<file path="src/rtl/dbg_arb_pkg.sv">
package dbg_arb_pkg;
  localparam int KIND_W = 3;
  localparam int MODE_W = 2;
  localparam int MOE_W  = 4;
  localparam int RESP_W = 4;

  localparam int RSP_ENTER = 3;
  localparam int RSP_EXC   = 2;
  localparam int RSP_PABT  = 1;
  localparam int RSP_IGN   = 0;

  localparam logic [KIND_W-1:0] EV_BP_ADDR = 3'd0;
  localparam logic [KIND_W-1:0] EV_BP_MISM = 3'd1;
  localparam logic [KIND_W-1:0] EV_BP_CTX  = 3'd2;
  localparam logic [KIND_W-1:0] EV_WATCH   = 3'd3;
  localparam logic [KIND_W-1:0] EV_BKPT    = 3'd4;
  localparam logic [KIND_W-1:0] EV_VCATCH  = 3'd5;

  localparam logic [MOE_W-1:0] MOE_HALT  = 4'b0000;
  localparam logic [MOE_W-1:0] MOE_BP    = 4'b0001;
  localparam logic [MOE_W-1:0] MOE_WATCH = 4'b0010;
  localparam logic [MOE_W-1:0] MOE_BKPT  = 4'b0011;
  localparam logic [MOE_W-1:0] MOE_EXT   = 4'b0100;
  localparam logic [MOE_W-1:0] MOE_VC    = 4'b0101;

  typedef struct packed {
    logic [RESP_W-1:0] resp;
    logic [MOE_W-1:0]  moe;
  } decision_t;
endpackage

</file>
<file path="src/rtl/dbg_sw_classify.sv">
module dbg_sw_classify
  import dbg_arb_pkg::*;
(
  input  logic [KIND_W-1:0] kind,
  input  logic              vc_abort,
  input  logic              dbg_enable,
  input  logic              dbg_permitted,
  input  logic [MODE_W-1:0] mode_sel,
  input  logic              priv_mode,
  output decision_t         dec
);
  logic active, halting, monitor, known, excluded;
  logic [MOE_W-1:0] kind_moe;

  always_comb begin
    active  = dbg_enable && dbg_permitted && (mode_sel != '0);
    halting = active && mode_sel[0];
    monitor = active && (mode_sel == 2'b10);
    known   = (kind <= EV_VCATCH);
    excluded = ((kind == EV_VCATCH) && vc_abort) ||
               (priv_mode && ((kind == EV_BP_MISM) || (kind == EV_BP_CTX)));
    unique case (kind)
      EV_BP_ADDR, EV_BP_MISM, EV_BP_CTX: kind_moe = MOE_BP;
      EV_WATCH:                          kind_moe = MOE_WATCH;
      EV_BKPT:                           kind_moe = MOE_BKPT;
      default:                           kind_moe = MOE_VC;
    endcase
  end

  always_comb begin
    dec.resp = '0;
    dec.moe  = '0;
    if (!known) begin
      dec.resp[RSP_IGN] = 1'b1;
    end else if (halting) begin
      dec.resp[RSP_ENTER] = 1'b1;
      dec.moe = kind_moe;
    end else if (monitor) begin
      if (excluded) dec.resp[RSP_IGN] = 1'b1;
      else          dec.resp[RSP_EXC] = 1'b1;
    end else if (kind == EV_BKPT) begin
      dec.resp[RSP_PABT] = 1'b1;
    end else begin
      dec.resp[RSP_IGN] = 1'b1;
    end
  end
endmodule

</file>
<file path="src/rtl/dbg_req_select.sv">
module dbg_req_select
  import dbg_arb_pkg::*;
(
  input  logic      halt_req,
  input  logic      ext_req,
  input  logic      insn_done,
  input  logic      en_ok,
  input  logic      sw_valid,
  input  decision_t sw_dec,
  output logic      sw_ready,
  output decision_t nxt
);
  logic halt_fire, ext_fire;

  always_comb begin
    halt_fire = halt_req && en_ok;
    ext_fire  = ext_req && insn_done && en_ok && !halt_fire;
    sw_ready  = !halt_fire && !ext_fire;
    nxt = '0;
    if (halt_fire) begin
      nxt.resp[RSP_ENTER] = 1'b1;
      nxt.moe = MOE_HALT;
    end else if (ext_fire) begin
      nxt.resp[RSP_ENTER] = 1'b1;
      nxt.moe = MOE_EXT;
    end else if (sw_valid) begin
      nxt = sw_dec;
    end
  end
endmodule

</file>
<file path="src/rtl/dbg_resp_reg.sv">
module dbg_resp_reg
  import dbg_arb_pkg::*;
(
  input  logic              clk,
  input  logic              rst_n,
  input  decision_t         d,
  output logic [RESP_W-1:0] resp,
  output logic              moe_wr,
  output logic [MOE_W-1:0]  moe_code
);
  always_ff @(posedge clk) begin
    if (!rst_n) begin
      resp     <= '0;
      moe_wr   <= 1'b0;
      moe_code <= '0;
    end else begin
      resp     <= d.resp;
      moe_wr   <= d.resp[RSP_ENTER];
      moe_code <= d.resp[RSP_ENTER] ? d.moe : moe_code;
    end
  end

  p_resp_onehot_r2: assert property (@(posedge clk) disable iff (!rst_n)
    $onehot0(resp));
  p_moe_with_enter_r2: assert property (@(posedge clk) disable iff (!rst_n)
    moe_wr == resp[RSP_ENTER]);
  p_reset_quiet_r1: assert property (@(posedge clk)
    !rst_n |=> (resp == '0 && !moe_wr));
endmodule

</file>
<file path="src/rtl/dbg_evt_arbiter.sv">
module dbg_evt_arbiter
  import dbg_arb_pkg::*;
(
  input  logic              clk,
  input  logic              rst_n,
  input  logic              dbg_enable,
  input  logic              dbg_permitted,
  input  logic [MODE_W-1:0] mode_sel,
  input  logic              priv_mode,
  input  logic              halt_req,
  input  logic              ext_req,
  input  logic              insn_done,
  input  logic              sw_valid,
  output logic              sw_ready,
  input  logic [KIND_W-1:0] sw_kind,
  input  logic              sw_vc_abort,
  output logic [RESP_W-1:0] resp,
  output logic              moe_wr,
  output logic [MOE_W-1:0]  moe_code
);
  decision_t sw_dec, nxt;
  logic en_ok;

  assign en_ok = dbg_enable && dbg_permitted;

  dbg_sw_classify u_classify (
    .kind(sw_kind), .vc_abort(sw_vc_abort), .dbg_enable(dbg_enable),
    .dbg_permitted(dbg_permitted), .mode_sel(mode_sel), .priv_mode(priv_mode),
    .dec(sw_dec)
  );

  dbg_req_select u_select (
    .halt_req(halt_req), .ext_req(ext_req), .insn_done(insn_done), .en_ok(en_ok),
    .sw_valid(sw_valid), .sw_dec(sw_dec), .sw_ready(sw_ready), .nxt(nxt)
  );

  dbg_resp_reg u_reg (
    .clk(clk), .rst_n(rst_n), .d(nxt),
    .resp(resp), .moe_wr(moe_wr), .moe_code(moe_code)
  );

  p_disabled_no_entry_r3: assert property (@(posedge clk) disable iff (!rst_n)
    !(dbg_enable && dbg_permitted) |=> !resp[RSP_ENTER] && !resp[RSP_EXC]);
  p_halt_code_r9: assert property (@(posedge clk) disable iff (!rst_n)
    (halt_req && dbg_enable && dbg_permitted) |=> (moe_wr && moe_code == MOE_HALT));
  p_ext_code_r8: assert property (@(posedge clk) disable iff (!rst_n)
    (!halt_req && ext_req && insn_done && dbg_enable && dbg_permitted)
      |=> (moe_wr && moe_code == MOE_EXT));
  p_ext_waits_r8: assert property (@(posedge clk) disable iff (!rst_n)
    (!halt_req && !insn_done && !sw_valid) |=> resp == '0);
  p_monitor_no_entry_r6: assert property (@(posedge clk) disable iff (!rst_n)
    (sw_valid && sw_ready && mode_sel == 2'b10) |=> !resp[RSP_ENTER]);
  p_ready_yields_r11: assert property (@(posedge clk) disable iff (!rst_n)
    (halt_req && dbg_enable && dbg_permitted) |-> !sw_ready);
endmodule

</file>
<file path="config.mk">
export PLATFORM = sky130hd
export DESIGN_NAME = dbg_evt_arbiter
export DESIGN_NICKNAME = d
export VERILOG_FILES = /design/src/rtl/dbg_arb_pkg.sv /design/src/rtl/dbg_sw_classify.sv /design/src/rtl/dbg_req_select.sv /design/src/rtl/dbg_resp_reg.sv /design/src/rtl/dbg_evt_arbiter.sv
export SDC_FILE = /design/constraint.sdc
export NUM_CORES = 1
export LEC_CHECK = 0
export ABC_AREA = 1
export CAP_MARGIN = 40
export CORE_UTILIZATION = 40
export DETAILED_ROUTE_END_ITERATION = 10
export HOLD_SLACK_MARGIN = 0.15
export PLACE_DENSITY_LB_ADDON = 0.1
export SLEW_MARGIN = 40
export SYNTH_ARGS = -nofsm -noshare
export SYNTH_HDL_FRONTEND = slang
export SYNTH_HIERARCHICAL = 1
export SYNTH_SLANG_ARGS = --single-unit
</file>
<file path="constraint.sdc">
create_clock -name clk -period 1.6 [get_ports clk]
set_input_delay 0.32 -clock clk [delete_from_list [all_inputs] [get_ports clk]]
set_output_delay 0.32 -clock clk [all_outputs]
set_load 0.005 [all_outputs]
</file>
==> metrics.csv <==
stage;metric;value;unit
outcome;outcome;complete, but fails checks;
outcome;violations;DRC;
route;ant_nets;0;
clocking;hold_buffers;0;
setup_path;crit_chain;clkdlybuf4s50_1, nor2_2, nor4_4, nand2_1, a21oi_2, inv_1, nand2_1, nand2_1, nor2_2;
floorplanning;die_area;0.00154;mm2
clocking;clock_latency;0.26;ns
timing;setup_violations;0;
route;dr.pass1.iters;6;
setup_path;cp_common_cell;nand2_1;
power_and_ir_drop;power_frac_seq;40.4;%
power_and_ir_drop;peakVddDrop;0.459;mV
global_routing;overflow;0;
yosys;synthesis.nets;109;
clocking;clockBufferDepth;2;
setup_path;worstSetupPathType;primary input to flop;
placement;gp_congestion;0.791;
setup_path;worstPathMaxFanout;4;
layout;final_cell_mix;28 x nand2_1, 15 x clkdlybuf4s50_1, 14 x nor2_1;
clocking;cts_root_buf;clkbuf_4;
layout;multi_input_area;312;um2
placement;dp_hpwl;978;um
setup_path;critPathArrivalTime;1.65;ns
floorplanning;start_util;42.7;%
layout;layout_commonest_cell;nand2_1;
route;wire_per_inst;8.83;um
clocking;cts_tree;yes;
yosys;syn_area_per_cell;5.91;um2
timing;clock.fmax;0.688;GHz
layout;fin_nets;145;
power_and_ir_drop;cellInternalPower;387;uW
power_and_ir_drop;power_frac_comb;30.5;%
route;route.vias.total;643;
timing;skew;0;ns
power_and_ir_drop;clockPowerShare;29.1;%
setup_path;cpLargestDelayFamily;simple AND/OR/NAND/NOR gates;
clocking;clk_pin_slew;0.05;ns
floorplanning;fp-row-count;13;
setup_path;path_buf_inv;2;
yosys;syn_area;556;um2
layout;antennaDiodeCount;0;
yosys;syn_inst;94;
floorplanning;die_h;39.3;um
floorplanning;core_area;0.00130;mm2
clocking;numCtsBuffers;3;
global_routing;first_global_vias;535;
setup_path;slowest_delay;0.54;ns
power_and_ir_drop;p_total;533;uW
route;drt_wl_total;1260;um
layout;layout.area.seq;160;um2
placement;portBuffers;24;
timing;fin_crit_sh;90.8;%
floorplanning;io_pins;25;
global_routing;antenna_found_initial;0;
global_routing;grt_first_pass_wirelength;2130;um
timing;period_needed;1.45;ns
global_routing;gr-usage-all-layers;20.9;%
route;drc_errors;1;
setup_path;cp-start-kind;primary input;
setup_path;crit_required;1.80;ns
layout;fillers;120;
layout;syn2layout_area_growth;65.3;%
power_and_ir_drop;p_per_area;581;mW/mm2
clocking;clock-sinks;8;
setup_path;end_kind;flop;
power_and_ir_drop;power_switching;147;uW
flow_run;drv_cap;0;
setup_path;critPathSlowestCell;clkdlybuf4s50_1;
layout;drive_gt1_share;25.0;%
clocking;htreeDepth;1;
yosys;yosys_register_bits;8;
floorplanning;die_x;39.3;um
timing;tns;0;ns
hold_path;hold_class;flop to flop;
yosys;yosysSeqAreaShare;28.8;%
yosys;synth_cell_type_count;17;
timing;hold_viol_final;0;
route;viasPerCell;4.50;
yosys;yosysWarnings;6;
route;dr.first_iter.drc_count;14;
power_and_ir_drop;swShare;27.5;%
global_routing;grt_max_degree;10;
timing;grt_setup_unrepaired;false;
power_and_ir_drop;leakagePower;0.499;nW
timing;report.final.slew_viol_count;0;
-- power groups by stage --
stage / clock network [mW] / logic [mW] / registers (mW)
final: 0.155 / 0.162 / 0.216
after global routing: 0.167 / 0.183 / 0.216
after CTS: 0.164 / 0.158 / 0.216
after global placement: 0 / 0.154 / 0.219
after detailed placement: 0 / 0.157 / 0.220
after floorplan: 0 / 0.0742 / 0.221
-- synth_stat cells, drive strengths merged --
cell type	number	area, um2
a31oi	1	6.26
nor3	2	10.0
nor2	22	100
buf	5	45.0
a21oi	2	13.8
dfxtp	8	160
nand3	4	25.0
nor4	1	6.26
nand2	30	115
nand4	1	6.26
conb	1	3.75
inv	17	63.8
-- registers in the layout (all words and copies together), names as in the netlist --
| register | count |
|---|---|
| u_reg/moe_code | 4 |
| u_reg/resp | 4 |
-- repair_timing --
item                                    4_1_cts  5_1_grt
buffers inserted                              1        1
gates resized for setup                       6       12
hold endpoints to repair                      0        0
endpoints found under the setup margin        2        8
pin swaps                                     2        7
gates cloned                                  0        0
-- layout make-up --
type	instances	share of cell area, %
clock buffer	3	2.45
inverter	17	6.95
timing repair buffer	36	37.2
multi-input combinational	64	33.9
tap	15	2.04
sequential	8	17.4
-- metrics by stage --
step	cells	instance area, um2	util [%]	setup slack [ns]	hold slack [ns]
2_1_floorplan	94	556	-	0.412	0.482
3_3_place_gp	138	845	64.9	-0.327	0.474
3_5_place_dp	138	845	64.9	-0.326	0.485
4_1_cts	142	880	67.6	0.0134	0.494
5_1_grt	143	918	70.6	0.0350	0.501
6_report	143	918	70.6	0.147	0.473
-- path summary, 6_finish.rpt --
kind / startpoint / end / slack, ns / cells past startpoint
min reg2reg: u_reg/moe_code[2] / u_reg/moe_code[2] / 0.47 / 2
max: sw_kind[0] / u_reg/moe_code[2] / 0.15 / 9
max reg2reg: u_reg/moe_code[3] / u_reg/moe_code[3] / 1.02 / 2
min: u_reg/moe_code[2] / u_reg/moe_code[2] / 0.47 / 2
-- cells by family after synthesis --
family	synth area share (%)
buffers and inverters	19.6
AO/OA/AOI/OAI	3.60
other	0.675
AND/OR/NAND/NOR	47.3
flip-flops	28.8
-- per-layer routing --
layer  GRT usage (%)  vias up  part of all wire, %
li1                -      343                    -
met1            25.1      280                   45
met2            32.9       16                   46
met3            6.82        4                  5.7
met4            10.3        0                  2.4
met5               0        -                    0
-- worst min-delay path, cell delays in order (launching register included) --
cell and delay [ns]:
dfxtp_1 0.33, nor2_1 0.05, nor2_2 0.06
(Power assumes the default switching activity.)
